==> config.mk <==
export PLATFORM = sky130hd
export DESIGN_NAME = prio_mask_bank
export DESIGN_NICKNAME = d
export VERILOG_FILES = /design/src/rtl/pmask_pkg.sv /design/src/rtl/pmask_store.sv /design/src/rtl/pmask_view.sv /design/src/rtl/pmask_gate.sv /design/src/rtl/prio_mask_bank.sv
export SDC_FILE = /design/constraint.sdc
export NUM_CORES = 1
export LEC_CHECK = 0
export CAP_MARGIN = 20
export CORE_UTILIZATION = 43
export CTS_CLUSTER_DIAMETER = 30
export DETAILED_ROUTE_END_ITERATION = 7
export PLACE_DENSITY = 0.82
export SYNTH_ARGS = -nofsm -noshare
export SYNTH_HDL_FRONTEND = slang
export SYNTH_SLANG_ARGS = --single-unit
==> constraint.sdc <==
create_clock -name clk -period 4.6 [get_ports clk]
set_input_delay 0.92 -clock clk [delete_from_list [all_inputs] [get_ports clk]]
set_output_delay 0.92 -clock clk [all_outputs]
set_load 0.1 [all_outputs]
==> src/rtl/pmask_pkg.sv <==
package pmask_pkg;
  typedef enum logic [1:0] {
    ACC_RAW       = 2'd0,
    ACC_NS_OPEN   = 2'd1,
    ACC_NS_LOCKED = 2'd2
  } acc_kind_e;

  function automatic acc_kind_e classify(input logic has_el, input logic ns,
                                         input logic route, input logic top_bit);
    if (!(has_el && ns && route)) return ACC_RAW;
    else if (top_bit) return ACC_NS_OPEN;
    else return ACC_NS_LOCKED;
  endfunction
endpackage

==> src/rtl/pmask_store.sv <==
module pmask_store
  import pmask_pkg::*;
#(
  parameter int PRIO_W = 8,
  parameter logic [PRIO_W-1:0] RESET_VAL = '0
) (
  input  logic              clk,
  input  logic              rst,
  input  logic              wr_en,
  input  acc_kind_e         kind,
  input  logic [PRIO_W-1:0] wr_data,
  output logic [PRIO_W-1:0] mask
);
  localparam int TOP = PRIO_W - 1;

  always_ff @(posedge clk) begin
    if (rst) begin
      mask <= RESET_VAL;
    end else if (wr_en) begin
      case (kind)
        ACC_RAW:     mask <= wr_data;
        ACC_NS_OPEN: mask <= {1'b1, wr_data[TOP:1]};
        default:     mask <= mask;
      endcase
    end
  end

  assert_reset_value_R1: assert property (@(posedge clk) disable iff (rst)
    $past(rst) |-> mask == RESET_VAL);
  assert_locked_write_dropped_R5: assert property (@(posedge clk) disable iff (rst)
    (wr_en && kind == ACC_NS_LOCKED) |=> $stable(mask));
  assert_open_write_forces_top_R6: assert property (@(posedge clk) disable iff (rst)
    (wr_en && kind == ACC_NS_OPEN) |=> (mask[TOP] && mask[TOP-1:0] == $past(wr_data[TOP:1])));
  assert_raw_write_exact_R2: assert property (@(posedge clk) disable iff (rst)
    (wr_en && kind == ACC_RAW) |=> mask == $past(wr_data));
endmodule

==> src/rtl/pmask_view.sv <==
module pmask_view
  import pmask_pkg::*;
#(
  parameter int PRIO_W = 8
) (
  input  logic              clk,
  input  logic              rst,
  input  logic              rd_en,
  input  acc_kind_e         kind,
  input  logic [PRIO_W-1:0] mask,
  output logic [PRIO_W-1:0] rd_data
);
  always_comb begin
    rd_data = '0;
    if (rd_en) begin
      case (kind)
        ACC_RAW:     rd_data = mask;
        ACC_NS_OPEN: rd_data = {mask[PRIO_W-2:0], 1'b0};
        default:     rd_data = '0;
      endcase
    end
  end

  assert_locked_read_zero_R4: assert property (@(posedge clk) disable iff (rst)
    (rd_en && kind == ACC_NS_LOCKED) |-> rd_data == '0);
  assert_idle_read_zero_R8: assert property (@(posedge clk) disable iff (rst)
    !rd_en |-> rd_data == '0);
endmodule

==> src/rtl/pmask_gate.sv <==
module pmask_gate #(
  parameter int PRIO_W = 8
) (
  input  logic              clk,
  input  logic              rst,
  input  logic [PRIO_W-1:0] mask,
  input  logic              pend_valid,
  input  logic [PRIO_W-1:0] pend_prio,
  output logic              irq_ok
);
  always_comb irq_ok = pend_valid && (pend_prio < mask);

  assert_lowest_never_passes_R7: assert property (@(posedge clk) disable iff (rst)
    irq_ok |-> (pend_valid && pend_prio != '1));
  assert_zero_mask_blocks_R7: assert property (@(posedge clk) disable iff (rst)
    (mask == '0) |-> !irq_ok);
endmodule

==> src/rtl/prio_mask_bank.sv <==
module prio_mask_bank
  import pmask_pkg::*;
#(
  parameter int PRIO_W = 8,
  parameter bit HAS_TOP_EL = 1'b1,
  parameter logic [PRIO_W-1:0] RESET_VAL = '0
) (
  input  logic              clk,
  input  logic              rst,
  input  logic              acc_ns,
  input  logic              route_top,
  input  logic              rd_en,
  input  logic              wr_en,
  input  logic [PRIO_W-1:0] wr_data,
  output logic [PRIO_W-1:0] rd_data,
  input  logic              pend_valid,
  input  logic [PRIO_W-1:0] pend_prio,
  output logic              irq_ok
);
  logic [PRIO_W-1:0] mask_q;
  acc_kind_e         kind;

  always_comb kind = classify(HAS_TOP_EL, acc_ns, route_top, mask_q[PRIO_W-1]);

  pmask_store #(.PRIO_W(PRIO_W), .RESET_VAL(RESET_VAL)) u_store (
    .clk(clk), .rst(rst), .wr_en(wr_en), .kind(kind),
    .wr_data(wr_data), .mask(mask_q)
  );

  pmask_view #(.PRIO_W(PRIO_W)) u_view (
    .clk(clk), .rst(rst), .rd_en(rd_en), .kind(kind),
    .mask(mask_q), .rd_data(rd_data)
  );

  pmask_gate #(.PRIO_W(PRIO_W)) u_gate (
    .clk(clk), .rst(rst), .mask(mask_q), .pend_valid(pend_valid),
    .pend_prio(pend_prio), .irq_ok(irq_ok)
  );

  assert_secure_read_raw_R2: assert property (@(posedge clk) disable iff (rst)
    (rd_en && !acc_ns) |-> rd_data == mask_q);
  generate
    if (!HAS_TOP_EL) begin : g_no_top
      assert_never_translated_R9: assert property (@(posedge clk) disable iff (rst)
        rd_en |-> rd_data == mask_q);
    end
  endgenerate
endmodule

==> out/summary.txt, run 1 <==
clock-pin slew on the worst setup and hold paths - 0.05 ns
total wire length after detailed routing - 1690 microns
dpl cells - 127
Synth Register Bits - 8
unrepaired setup endpoints after global routing - no
overall power after layout - 0.231 mW
GRT overflow - 0
number of max-slew violations in the final report - 0
type of destination of the critical path - output pin
cts hold-fix bufs - 0
switching part of the total power - 0.373
CP Launch Type - primary input
Post-CTS Setup Bufs - 0
count of input and output buffers - 31
Die ar. - 0.00175 sq mm
leading registers by flop count - u_store.mask x8
met2 usage - 0.369
clock latency on the worst-skew pair - 0.25 ns
Worst Path Max Fanout - 2
Post-Place Worst Slack - 0.994 ns
average routed wire per standard cell - 13.0 microns
Worst EP required - 3.68 ns
Largest register FFs - 8
slew margin rel. - 0.769
Internal - 0.145 mW
cell type with the largest total area after synthesis - dfxtp_1
Max Fclk - 279 MHz
buffer levels on the longest clock path - 2
register bank with the most flops - u_store.mask
Yosys cell types - 28
minimum clock period after layout - 3.59 ns
Vert. Die Dim - 41.9 microns
clock network fraction of design power - 0.231
Maximum Capacitance Violations - 0
cts bufs inserted - 3
Worst Path Class, Setup - in2out
Peak supply drop - 172 uV
met1 track utilization from global routing - 0.237
Tightest Hold Check Type - reg2reg
ranking of synthesized cells by area - dfxtp_1 23%, ha_1 13%, a311oi_1 7.7%
count of instances resized after the clock tree is built - 0
vias - 741
Layout Skew - 0.00184 ns
remaining design rule violation count - 0
area of combinational cells with multiple inputs - 474 sq um
Die Span X - 41.9 microns
total leakage power - 0.415 nW
row count - 14
power share of the combinational group - 0.419
final net count - 146
# diodes - 0
GRT busiest layer - met2
average footprint of a synthesized cell - 8.04 sq um
outcome - completed
total negative setup slack - 0 ns
detail-routed via count per cell - 5.70
Final setup violation count - 0
core area - 0.00149 sq mm
Non-Filler Instances - 130
proportion of synthesized chip area in sequential cells - 0.234
post-route clock period utilization - 0.780
Routability Congestion - 0.756
mapped cell area - 683 sq um
sequential share of power - 0.350
Post-Syn Nets - 115
CTS root buf - clkbuf_4
GR met3 Demand/Resource - 0.0217
number of top-level design ports - 32
number of iterations in the first detailed-routing pass - 4
post-synth top area share - 0.234
antenna violations before repair - 0
count of warnings emitted by yosys - 0
signal arrival time at the worst endpoint - 2.67 ns
CTS tree - done
NetSw - 0.0861 mW
Worst Setup Slack, final - 1.01 ns
first-pass GRT wire length - 2790 microns
layout cell share with drive strength beyond 1 - 0.140
sequential cell area in the final layout - 160 sq um
starting density of the core - 0.459
Cells after Synth - 85
remaining antenna violation count - 0
GRT Total Usage - 0.202
detailed-placement wirelength estimate - 1350 microns
CTS H-tree lvls - 1
pin count of the biggest net entering global routing - 13
Hold Violations, Final - 0
slew of the pin with the lowest slew margin - 0.346 ns
clk sink count - 8
vias in the first global route - 684
signed area change from the synthesized netlist to the final layout - 45.1%
filler instances - 138
drt initial violations - 26
Pwr Density - 233 mW/mm^2
-- cells by family (layout without fill, tap and decap cells) --
kind of cell / Yosys count / after routing / synth area share
AOI/OAI and AO/OA: 31 / 31 / 0.331
adders and majority gates: 7 / 7 / 0.128
buffers and inverters: 12 / 41 / 0.0806
DFF: 8 / 8 / 0.234
and+or+nand+nor: 27 / 27 / 0.225
-- cell usage after synthesis --
library cell / instances
nor3b_1: 1
nor2b_1: 6
a21oi_1: 8
a21o_2: 1
and2_1: 1
nand3b_4: 1
nand3_1: 2
dfxtp_1: 8
o31ai_1: 1
o2111a_1: 1
and3_1: 1
a21o_1: 2
clkbuf_1: 1
inv_1: 7
nand2_1: 13
o211a_1: 1
buf_6: 1
o21ai_0: 1
a22oi_1: 6
a211oi_1: 2
buf_1: 1
a311oi_1: 6
and3_4: 1
nand2b_1: 1
o211ai_1: 1
a221oi_1: 1
ha_1: 7
buf_2: 2
-- placed cells by master, fill, tap and decap left out, drive strengths merged, types with 2 or more instances in the layout --
master         count
nand3              2
a21oi              8
nor2b              6
dfxtp              8
a21o               3
ha                 7
clkbuf             3
a311oi             6
and3               2
clkdlybuf4s50     22
a22oi              6
inv                7
buf                9
nand2             13
a211oi             2
-- per-stage QoR --
stage          utilization  hold WS (ns)  cell area, sq um
2_1_floorplan            -         0.510               689
3_3_place_gp         0.650         0.545               968
3_5_place_dp         0.650         0.547               968
4_1_cts              0.666         0.553               991
5_1_grt              0.666         0.581               991
6_report             0.666         0.557               991
-- routing by layer --
metal | wire length [microns] | up-vias
met5 | 0 | -
met4 | 17 | 0
met3 | 87 | 2
met2 | 837 | 32
met1 | 749 | 330
li1 | - | 377
-- final cells by class --
cell class | count | area share
multi-input combinational | 65 | 0.479
timing repair buffer | 31 | 0.290
sequential | 8 | 0.162
inverter | 7 | 0.0265
clock buffer | 3 | 0.0227
tap | 16 | 0.0202
-- final timing paths --
| path | depth (start not counted) | startpoint | slack [ns] | endpoint |
|---|---|---|---|---|
| hold / removal | 2 | u_store.mask[6]$_SDFFE_PP0P_ | 0.56 | u_store.mask[6]$_SDFFE_PP0P_ |
| setup reg to reg | 3 | u_store.mask[7]$_SDFFE_PP0P_ | 3.44 | u_store.mask[4]$_SDFFE_PP0P_ |
| hold reg to reg | 2 | u_store.mask[6]$_SDFFE_PP0P_ | 0.56 | u_store.mask[6]$_SDFFE_PP0P_ |
| setup / recovery | 6 | pend_prio[3] | 1.01 | irq_ok |
-- power by group through the flow --
stage | Sequential, mW | Combinational [mW] | Clock (mW)
2_1_floorplan | 0.0804 | 0.0645 | 0
3_3_place_gp | 0.0821 | 0.0953 | 0
3_5_place_dp | 0.0822 | 0.0973 | 0
4_1_cts | 0.0807 | 0.0976 | 0.0549
5_1_grt | 0.0817 | 0.105 | 0.0584
6_report | 0.0808 | 0.0969 | 0.0533
-- critical path, cell delays in order --
cell	delay, ns
clkdlybuf4s50_1	0.41
ha_1	0.30
a211oi_1	0.23
o21ai_0	0.16
a221oi_2	0.31
buf_4	0.33
Note: power is estimated with default switching activity, not from simulation.
==> run 2, diff against run 1 <==
--- a/config.mk
+++ b/config.mk
@@ -6,10 +6,10 @@
 export NUM_CORES = 1
 export LEC_CHECK = 0
 export CAP_MARGIN = 20
-export CORE_UTILIZATION = 43
+export CORE_UTILIZATION = 40
 export CTS_CLUSTER_DIAMETER = 30
 export DETAILED_ROUTE_END_ITERATION = 7
-export PLACE_DENSITY = 0.82
+export PLACE_DENSITY = 0.77
 export SYNTH_ARGS = -nofsm -noshare
 export SYNTH_HDL_FRONTEND = slang
 export SYNTH_SLANG_ARGS = --single-unit
==> constraint.sdc (replaced) <==
create_clock -name clk -period 3.55 [get_ports clk]
set_input_delay 0.71 -clock clk [delete_from_list [all_inputs] [get_ports clk]]
set_output_delay 0.71 -clock clk [all_outputs]
set_load 0.1 [all_outputs]
==> out/summary.txt, run 2 (same netlist as run 1, synthesis figures left out) <==
outcome - complete, but fails checks (was completed)
failing checks - design-rule violations
row count - 14 (unchanged)
remaining antenna violation count - 0 (unchanged)
sequential cell area in the final layout - 160 sq um (unchanged)
pin count of the biggest net entering global routing - 13 (unchanged)
Largest register FFs - 8 (unchanged)
Internal - 0.200 mW (was 0.145 mW)
clk sink count - 8 (unchanged)
Layout Skew - 0.00763 ns (was 0.00184 ns)
Maximum Capacitance Violations - 0 (unchanged)
Peak supply drop - 209 uV (was 172 uV)
slew margin rel. - 0.760 (was 0.769)
type of destination of the critical path - output pin (unchanged)
CTS root buf - clkbuf_4 (unchanged)
Die ar. - 0.00188 sq mm (was 0.00175 sq mm)
GRT Total Usage - 0.203 (was 0.202)
layout cell share with drive strength beyond 1 - 0.140 (unchanged)
signed area change from the synthesized netlist to the final layout - 61.5% (was 45.1%)
filler instances - 129 (was 138)
# diodes - 0 (unchanged)
Met1 Wirelength - 737 microns (was 749 microns)
GRT overflow - 0 (unchanged)
Post-CTS Setup Bufs - 0 (unchanged)
hold path startpoint - u_store.mask[4]$_SDFFE_PP0P_ (was u_store.mask[6]$_SDFFE_PP0P_)
Non-Filler Instances - 130 (unchanged)
switching part of the total power - 0.368 (was 0.373)
signal arrival time at the worst endpoint - 2.37 ns (was 2.67 ns)
Hold Violations, Final - 0 (unchanged)
Worst Path Class, Setup - in2out (unchanged)
power share of the combinational group - 0.442 (was 0.419)
total wire length after detailed routing - 1660 microns (was 1690 microns)
number of max-slew violations in the final report - 0 (unchanged)
unrepaired setup endpoints after global routing - no (unchanged)
core area - 0.00156 sq mm (was 0.00149 sq mm)
CTS tree - done (unchanged)
highest metal layer with signal wires - met4 (unchanged)
antenna violations before repair - 0 (unchanged)
count of input and output buffers - 31 (unchanged)
clock-pin slew on the worst setup and hold paths - 0.05 ns (about the same)
cts bufs inserted - 3 (unchanged)
detailed-routed wire length on met2 - 792 microns (was 837 microns)
Tightest Hold Check Type - reg2reg (unchanged)
first-pass GRT wire length - 2920 microns (was 2790 microns)
Worst Path Max Fanout - 2 (unchanged)
average routed wire per standard cell - 12.8 microns (was 13.0 microns)
drt initial violations - 25 (was 26)
starting density of the core - 0.438 (was 0.459)
Worst Setup SP - pend_prio[3] (unchanged)
register bank with the most flops - u_store.mask (unchanged)
Crit-path slowest cell - clkdlybuf4s50_1 (unchanged)
final net count - 146 (unchanged)
delay of the slowest cell on the worst path - 0.41 ns (about the same)
routed wire length on met3 - 101 microns (was 87 microns)
post-route clock period utilization - 0.866
Vert. Die Dim - 43.3 microns (was 41.9 microns)
number of top-level design ports - 32 (unchanged)
CP Launch Type - primary input (unchanged)
Routability Congestion - 0.759 (was 0.756)
clock latency on the worst-skew pair - 0.26 ns (was 0.25 ns)
sequential share of power - 0.331 (was 0.350)
buffer levels on the longest clock path - 2 (unchanged)
leading cell types in the layout, fill and taps excluded - 22 x clkdlybuf4s50_1, 13 x nand2_1, 9 x buf_12, 8 x a21oi_1, 8 x dfxtp_1 (was 22 x clkdlybuf4s50_1, 13 x nand2_1, 9 x buf_4, 8 x a21oi_1, 8 x dfxtp_1)
total leakage power - 0.442 nW (was 0.415 nW)
vias in the first global route - 670 (was 684)
minimum clock period after layout - 3.08 ns
total negative setup slack - 0 ns (unchanged)
clock network fraction of design power - 0.227 (was 0.231)
Design Area, Final - 0.00110 sq mm (was 991 sq um)
Pwr Density - 287 mW/mm^2 (was 233 mW/mm^2)
Max Fclk - 325 MHz
detail-routed via count per cell - 5.60 (was 5.70)
cts hold-fix bufs - 0 (unchanged)
Final setup violation count - 0 (unchanged)
count of instances resized after the clock tree is built - 0 (unchanged)
NetSw - 0.117 mW (was 0.0861 mW)
detailed-placement wirelength estimate - 1350 microns (about the same)
leading registers by flop count - u_store.mask x8 (unchanged)
placed cell area - 0.00108 sq mm (was 968 sq um)
area of combinational cells with multiple inputs - 474 sq um (unchanged)
reg-to-reg critical path startpoint - u_store.mask[7]$_SDFFE_PP0P_ (unchanged)
dpl cells - 127 (unchanged)
CTS H-tree lvls - 1 (unchanged)
critical path's top delay family - compound AO/OA/AOI/OAI gates (was buffers and inverters)
Die Span X - 43.3 microns (was 41.9 microns)
remaining design rule violation count - 7 (was 0)
leading cell type in the layout, fill and taps excluded - clkdlybuf4s50_1 (unchanged)
Worst EP required - 2.84 ns (was 3.68 ns)
Buf/Inv on CP - 2 (unchanged)
number of iterations in the first detailed-routing pass - 6 (was 4)
vias - 728 (was 741)
Cell Chain, Critical Path - clkdlybuf4s50_1, ha_1, a211oi_1, o21ai_0, a221oi_2, buf_12 (was clkdlybuf4s50_1, ha_1, a211oi_1, o21ai_0, a221oi_2, buf_4)
slew of the pin with the lowest slew margin - 0.359 ns (was 0.346 ns)
[run 2: changes by cell type in the layout (fill, tap and decap cells not counted)]
cell / previous run / this run
buf_12: 0 / 9
buf_4: 9 / 0
[run 2: power groups by stage]
stage | Clock [mW] | Combinational [mW] | Sequential [mW]
detailed placement | 0 | 0.141 | 0.107
floorplan | 0 | 0.0836 | 0.104
global placement | 0 | 0.139 | 0.106
CTS | 0.0722 | 0.141 | 0.105
finish | 0.0720 | 0.140 | 0.105
global route | 0.0768 | 0.152 | 0.106
[run 2: routing by layer]
layer / global-route usage / up-vias
met2: 0.348 / 24
met1: 0.265 / 326
met3: 0.0128 / 3
met5: 0 / -
li1: - / 375
met4: 0.0750 / 0
[run 2: path summary, 6_finish.rpt]
kind / slack [ns] / cells past startpoint / endpoint
setup / recovery: 0.47 / 6 / irq_ok
hold / removal: 0.56 / 2 / u_store.mask[4]$_SDFFE_PP0P_
setup reg to reg: 2.42 / 3 / u_store.mask[2]$_SDFFE_PP0P_
hold reg to reg: 0.56 / 2 / u_store.mask[4]$_SDFFE_PP0P_
[run 2: per-stage QoR]
| stage | setup slack [ns] | hold WS (ns) | utilization | power [mW] |
|---|---|---|---|---|
| after floorplan | 0.142 | 0.510 | - | 0.188 |
| after global placement | 0.522 | 0.542 | 0.693 | 0.245 |
| after detailed placement | 0.440 | 0.553 | 0.693 | 0.247 |
| after CTS | 0.444 | 0.562 | 0.708 | 0.318 |
| after global routing | 0.336 | 0.587 | 0.708 | 0.335 |
| final | 0.475 | 0.563 | 0.708 | 0.317 |
[run 2: cell type report]
cell class              instances  share of cell area
clock buffers                   3              0.0204
inverters                       7              0.0238
multi-input cells              65               0.430
flip-flops and latches          8               0.145
well taps                      16              0.0181
repair buffers                 31               0.363
[run 2: worst register-to-register path: cells and delay by family, from the launching register on]
kind,cells,cell delay [ns]
AO/OA/AOI/OAI,1,0.24
flip-flops,1,0.34
AND/OR/NAND/NOR,2,0.47
